<file path="config.mk">
export PLATFORM = sky130hd
export DESIGN_NAME = frac_baud_gen
export DESIGN_NICKNAME = d
export VERILOG_FILES = /design/src/rtl/frac_baud_pkg.sv /design/src/rtl/frac_baud_regs.sv /design/src/rtl/frac_baud_frac_stage.sv /design/src/rtl/frac_baud_reload_div.sv /design/src/rtl/frac_baud_bit_div.sv /design/src/rtl/frac_baud_gen.sv
export SDC_FILE = /design/constraint.sdc
export NUM_CORES = 1
export LEC_CHECK = 0
export ABC_AREA = 1
export BUFFER_PORTS_ARGS = -buffer_cell sky130_fd_sc_hd__buf_2
export CAP_MARGIN = 5
export CORE_ASPECT_RATIO = 0.5
export CORE_UTILIZATION = 31
export DETAILED_ROUTE_END_ITERATION = 7
export GPL_TIMING_DRIVEN = 0
export PLACE_DENSITY = 0.55
export SYNTH_ARGS = -nofsm -noshare
export SYNTH_HDL_FRONTEND = slang
export SYNTH_SLANG_ARGS = --single-unit
</file>
<file path="constraint.sdc">
create_clock -name clk_i -period 6.65 [get_ports clk_i]
set_input_delay 0.3325 -clock clk_i [delete_from_list [all_inputs] [get_ports clk_i]]
set_output_delay 0.3325 -clock clk_i [all_outputs]
set_load 0.02 [all_outputs]
</file>
<file path="src/rtl/frac_baud_pkg.sv">
package frac_baud_pkg;
  localparam int unsigned ADDR_W = 2;

  typedef enum logic [ADDR_W-1:0] {
    REG_CTRL   = 2'd0,
    REG_RELOAD = 2'd1,
    REG_FRAC   = 2'd2,
    REG_SPARE  = 2'd3
  } reg_sel_e;

  localparam int unsigned CTRL_RUN_BIT  = 0;
  localparam int unsigned CTRL_FRAC_BIT = 1;
endpackage

</file>
<file path="src/rtl/frac_baud_regs.sv">
module frac_baud_regs
  import frac_baud_pkg::*;
#(
  parameter int unsigned RELOAD_W = 13,
  parameter int unsigned FRAC_W   = 9,
  parameter int unsigned DATA_W   = 16
) (
  input  logic                clk_i,
  input  logic                rst_ni,
  input  logic                wr_en_i,
  input  logic [ADDR_W-1:0]   wr_addr_i,
  input  logic [DATA_W-1:0]   wr_data_i,
  output logic                run_o,
  output logic                frac_en_o,
  output logic [RELOAD_W-1:0] reload_o,
  output logic [FRAC_W-1:0]   frac_o
);
  logic                run_q;
  logic                frac_en_q;
  logic [RELOAD_W-1:0] reload_q;
  logic [FRAC_W-1:0]   frac_q;
  reg_sel_e            sel;

  assign sel = reg_sel_e'(wr_addr_i);

  always_ff @(posedge clk_i or negedge rst_ni) begin
    if (!rst_ni) begin
      run_q     <= 1'b0;
      frac_en_q <= 1'b0;
      reload_q  <= '0;
      frac_q    <= '0;
    end else if (wr_en_i) begin
      case (sel)
        REG_CTRL: begin
          run_q     <= wr_data_i[CTRL_RUN_BIT];
          frac_en_q <= wr_data_i[CTRL_FRAC_BIT];
        end
        // divisor pair is locked while the generator runs
        REG_RELOAD: if (!run_q) reload_q <= wr_data_i[RELOAD_W-1:0];
        REG_FRAC:   if (!run_q) frac_q   <= wr_data_i[FRAC_W-1:0];
        default: ;
      endcase
    end
  end

  logic unused_wr_data;
  assign unused_wr_data = ^wr_data_i;

  assign run_o     = run_q;
  assign frac_en_o = frac_en_q;
  assign reload_o  = reload_q;
  assign frac_o    = frac_q;
endmodule

</file>
<file path="src/rtl/frac_baud_frac_stage.sv">
module frac_baud_frac_stage #(
  parameter int unsigned FRAC_W = 9
) (
  input  logic              clk_i,
  input  logic              rst_ni,
  input  logic              run_i,
  input  logic              frac_en_i,
  input  logic [FRAC_W-1:0] frac_i,
  output logic              pass_o,
  output logic [FRAC_W-1:0] acc_o
);
  localparam int unsigned SUM_W = FRAC_W + 1;
  localparam logic [SUM_W-1:0] FULL_STEP = {1'b1, {FRAC_W{1'b0}}};

  logic [FRAC_W-1:0] acc_q;
  logic [SUM_W-1:0]  step;
  logic [SUM_W-1:0]  sum;

  // zero fraction or integer mode: full-rate step, carry on every edge
  always_comb begin
    if (!frac_en_i || (frac_i == '0)) step = FULL_STEP;
    else                              step = {1'b0, frac_i};
    sum = {1'b0, acc_q} + step;
  end

  always_ff @(posedge clk_i or negedge rst_ni) begin
    if (!rst_ni)     acc_q <= '0;
    else if (!run_i) acc_q <= '0;
    else             acc_q <= sum[FRAC_W-1:0];
  end

  assign pass_o = run_i & sum[FRAC_W];
  assign acc_o  = acc_q;
endmodule

</file>
<file path="src/rtl/frac_baud_reload_div.sv">
module frac_baud_reload_div #(
  parameter int unsigned RELOAD_W = 13
) (
  input  logic                clk_i,
  input  logic                rst_ni,
  input  logic                run_i,
  input  logic                pass_i,
  input  logic [RELOAD_W-1:0] reload_i,
  output logic                tick_o,
  output logic [RELOAD_W-1:0] cnt_o
);
  logic [RELOAD_W-1:0] cnt_q;
  logic                tick_q;

  always_ff @(posedge clk_i or negedge rst_ni) begin
    if (!rst_ni) begin
      cnt_q  <= '0;
      tick_q <= 1'b0;
    end else if (!run_i) begin
      cnt_q  <= reload_i;
      tick_q <= 1'b0;
    end else begin
      tick_q <= 1'b0;
      if (pass_i) begin
        if (cnt_q == '0) begin
          cnt_q  <= reload_i;
          tick_q <= 1'b1;
        end else begin
          cnt_q <= cnt_q - 1'b1;
        end
      end
    end
  end

  assign tick_o = tick_q;
  assign cnt_o  = cnt_q;
endmodule

</file>
<file path="src/rtl/frac_baud_bit_div.sv">
module frac_baud_bit_div #(
  parameter int unsigned RATIO = 16
) (
  input  logic clk_i,
  input  logic rst_ni,
  input  logic run_i,
  input  logic tick_i,
  output logic bit_tick_o
);
  localparam int unsigned DIV_W = (RATIO > 2) ? $clog2(RATIO) : 1;
  localparam logic [DIV_W-1:0] LAST = DIV_W'(RATIO - 1);

  logic [DIV_W-1:0] div_q;
  logic             bit_q;

  always_ff @(posedge clk_i or negedge rst_ni) begin
    if (!rst_ni) begin
      div_q <= '0;
      bit_q <= 1'b0;
    end else begin
      bit_q <= tick_i && (div_q == LAST);
      if (!run_i)          div_q <= '0;
      else if (tick_i) begin
        if (div_q == LAST) div_q <= '0;
        else               div_q <= div_q + 1'b1;
      end
    end
  end

  assign bit_tick_o = bit_q;
endmodule

</file>
<file path="src/rtl/frac_baud_gen.sv">
module frac_baud_gen
  import frac_baud_pkg::*;
#(
  parameter int unsigned RELOAD_W   = 13,
  parameter int unsigned FRAC_W     = 9,
  parameter int unsigned OVERSAMPLE = 16,
  parameter int unsigned DATA_W     = 16
) (
  input  logic              clk_i,
  input  logic              rst_ni,
  input  logic              wr_en_i,
  input  logic [ADDR_W-1:0] wr_addr_i,
  input  logic [DATA_W-1:0] wr_data_i,
  output logic              os_tick_o,
  output logic              bit_tick_o
);
  logic                run_q;
  logic                frac_en_q;
  logic [RELOAD_W-1:0] reload_q;
  logic [FRAC_W-1:0]   frac_q;
  logic                pass;
  logic [FRAC_W-1:0]   acc;
  logic [RELOAD_W-1:0] cnt;

  frac_baud_regs #(
    .RELOAD_W(RELOAD_W), .FRAC_W(FRAC_W), .DATA_W(DATA_W)
  ) u_regs (
    .clk_i, .rst_ni, .wr_en_i, .wr_addr_i, .wr_data_i,
    .run_o(run_q), .frac_en_o(frac_en_q), .reload_o(reload_q), .frac_o(frac_q)
  );

  frac_baud_frac_stage #(.FRAC_W(FRAC_W)) u_frac (
    .clk_i, .rst_ni, .run_i(run_q), .frac_en_i(frac_en_q), .frac_i(frac_q),
    .pass_o(pass), .acc_o(acc)
  );

  frac_baud_reload_div #(.RELOAD_W(RELOAD_W)) u_reload (
    .clk_i, .rst_ni, .run_i(run_q), .pass_i(pass), .reload_i(reload_q),
    .tick_o(os_tick_o), .cnt_o(cnt)
  );

  frac_baud_bit_div #(.RATIO(OVERSAMPLE)) u_bit (
    .clk_i, .rst_ni, .run_i(run_q), .tick_i(os_tick_o), .bit_tick_o(bit_tick_o)
  );
endmodule

</file>
==> key figures <==
Placed design
  • GPL Wtd Cong: 0.824
  • Dpl hpwl: 4840 um
  • IO Port Bufs: 19
  • Dpl cells: 527
  • Place WS: 4030 ps
  • Area post-placement: 3220 sq um

Timing
  • Slew Limit Fails: 0
  • Setup Skew: 9.08 ps
  • Slew headroom: 56.7%
  • Final setup viols: 0
  • Final hold violation count: 0
  • Final worst slack: 4020 ps
  • Fmax: 0.380 GHz
  • Tcrit/Tclk final: 39.5%
  • Post-route minimum period: 2630 ps
  • TNS Setup: 0 ps
  • Worst Tran Pin Value: 649 ps
  • RSZ-0062 raised after global routing: false

Synthesis
  • Synth cell types: 32
  • Syn. warnings: 0
  • Top post-synthesis cells by area: dfrtp_1 (44%), nand2_1 (15%), inv_1 (5.8%)
  • Most common flop cell mapped by yosys: dfrtp_1
  • Syn nets: 424
  • Async set-reset flop share out of synthesis: 100%
  • Post-Syn Area: 2980 sq um
  • Syn avg cell area: 7.62 sq um
  • Post-synth EDFFs: 0
  • Synth area leader: dfrtp_1
  • Post-synthesis cell count: 391
  • Seq cells post-synth: 52
  • Yosys top cell area share: 43.7%
  • Seq/Total Area, Yosys: 43.7%

Power
  • Clock power frac: 25.5%
  • Worst IR drop on VDD: 0.123 mV
  • Internal power: 0.662 mW
  • Comb power frac: 32.3%
  • Leak pwr: 1.79 nW
  • Part of the power in registers: 42.2%
  • Sw Share: 38.1%
  • Switching power total: 0.407 mW
  • Pwr Density: 315 nW/um^2

Global routing
  • Initial antenna violation count: 0
  • Largest net degree at the start of global routing: 53
  • Total congestion overflow: 0
  • Total Routing Usage GR: 14.5%
  • Vias in the first global route: 2436
  • First-pass GRT wire length: 11500 um

Detailed routing
  • Remaining antenna violation count after routing: 0
  • WL/cell: 12.3 um
  • DRC Markers: 0
  • Drt total wl: 6570 um
  • Vias per inst: 4.55
  • First-pass iteration count of the detailed router: 4
  • Initial DRC count: 168
  • Routed vias: 2439

CTS
  • CTS clock-pin slew for the worst setup and hold paths: 80 ps
  • CTS tree: done
  • Clock Path Buffers: 2
  • Post_cts resized: 0
  • Hold-fix buffers, CTS: 0
  • Total clock buffers created by CTS: 5
  • Sink Count: 52
  • Post-CTS setup buffer count: 0
  • CTS root buf: clkbuf_16
  • Htree depth: 2
  • Worst-Skew Late Latency: 300 ps

Worst setup path
  • Peak fanout along the critical path: 10
  • R2r endpoint: u_reload.cnt_o[8]
  • Setup crit end kind: flip-flop
  • Worst Setup Start Kind: flip-flop
  • Reg2reg start: u_regs.frac_o[5]
  • Cell depth of the worst flop-to-flop path: 14
  • Worst endpoint data arrival time: 2820 ps
  • CP required: 6840 ps
  • Reg2Reg Setup Slack: 4020 ps
  • Kind of critical path: flip-flop to flip-flop

Finish
  • Finished Cell Area: 3390 sq um
  • Layout cells sized above 1: 12.9%
  • N_diodes: 0
  • Synth-to-Final Area Change: 13.9%
  • Final nets: 451
  • Fin cells: 536

Status
  • Outcome: finished clean

Run
  • Max-cap violations: 0

Min path
  • Worst hold path type: primary input to async pin

Floorplanning
  • Die height: 71.3 um
  • Cell row count: 24
  • Core ar.: 9010 sq um
  • IO Pins: 23
  • Die area: 10000 sq um
  • Die Width: 141 um
  • Initial Util: 33.1%
==> cell usage after synthesis (all sizes together) (2+ instances only) <==
master  instances
nand4           2
nand2         122
xnor2           2
o21ai          34
inv            46
nand3          36
dfrtp          52
a21oi          15
clkbuf          5
nor2           46
buf             5
ha             11
mux2            4
xor2            4
==> state kept, by name, summed over array words and instances, names as in the netlist <==
| register | flops |
|---|---|
| u_reload.cnt_o | 13 |
| u_frac.acc_o | 9 |
| u_regs.frac_en_o | 1 |
| u_regs.frac_o | 9 |
| u_reload.tick_o | 1 |
| u_regs.run_o | 1 |
| u_regs.reload_o | 13 |
| u_bit.bit_tick_o | 1 |
| u_bit.div_q | 4 |
==> critical path, cell delays in order, from the launching register on <==
cell and delay (ps):
dfrtp_1 420, nor2_1 110, nand3_1 120, o21ai_2 320
nor2_1 110, ha_1 330, nand2_1 120, inv_1 50
a21oi_1 260, nand3_1 150, nand2_1 100, nand3_2 130
buf_6 180, nand2_1 60, nand2_1 50
==> per-stage QoR <==
stage | hold WS [ps] | util (%) | power, mW
final | 34.3 | 37.7 | 1.07
after global routing | 80.3 | 37.7 | 1.16
after CTS | 243 | 37.5 | 1.08
after detailed placement | 474 | 35.8 | 0.802
after global placement | 467 | 35.8 | 0.798
after floorplan | 36.9 | - | 0.714
==> kinds of logic after synthesis <==
| group | count (synthesis) | synth area share (%) |
|---|---|---|
| xor gates and xnor gates | 6 | 1.76 |
| buffers and inverters | 56 | 8.02 |
| DFF | 52 | 43.7 |
| muxes | 4 | 1.51 |
| and+or+nand+nor | 209 | 30.6 |
| adders and majority gates | 12 | 5.29 |
| AOI/OAI and AO/OA | 52 | 9.19 |
==> cell usage in the layout, fill, tap and decap left out, types with 11 or more instances in the layout <==
cell type and count:
ha_1 11, buf_2 21, nand2_1 116, a21oi_1 15
o21ai_0 32, inv_1 46, nand3_1 33, nor2_1 40
dfrtp_1 52
==> worst max path at each step <==
stage                     slack, ps                end        startpoint  depth (start not counted)
after global placement         4060  u_reload.cnt_o[5]  u_regs.frac_o[3]                         14
final                          4020  u_reload.cnt_o[8]  u_regs.frac_o[5]                         14
after floorplan                4490  u_reload.cnt_o[2]  u_regs.frac_o[5]                         14
after global routing           3760  u_reload.cnt_o[8]  u_regs.frac_o[5]                         14
after detailed placement       4030  u_reload.cnt_o[8]  u_regs.frac_o[3]                         14
after CTS                      4000  u_reload.cnt_o[8]  u_regs.frac_o[3]                         14
==> power by group through the flow <==
stage                     Clock (mW)  Combinational (mW)  Sequential [mW]
after floorplan                    0               0.274            0.440
after global placement             0               0.342            0.456
after detailed placement           0               0.346            0.456
after CTS                      0.278               0.348            0.451
after global routing           0.297               0.405            0.462
final                          0.272               0.345            0.451
==> routing by layer <==
| metal | share of wire (%) | routed length (um) | GRT usage (%) | vias to the layer above |
|---|---|---|---|---|
| li1 | - | - | - | 1290 |
| met1 | 51 | 3330 | 19.3 | 1123 |
| met2 | 46 | 3010 | 24.5 | 22 |
| met3 | 2.8 | 183 | 3.48 | 4 |
| met4 | 0.59 | 39 | 2.90 | 0 |
| met5 | 0 | 0 | 0 | - |
==> layout make-up <==
cell class	count	area, sq um
plain buffers	10	66.3
fillers	942	5610
inverters	46	173
repair buffers	20	115
multi-input cells	283	1440
clock buffers	5	125
clock inverters	3	27.5
well taps	117	146
flip-flops and latches	52	1300
Power figures use the tool's default switching activity.
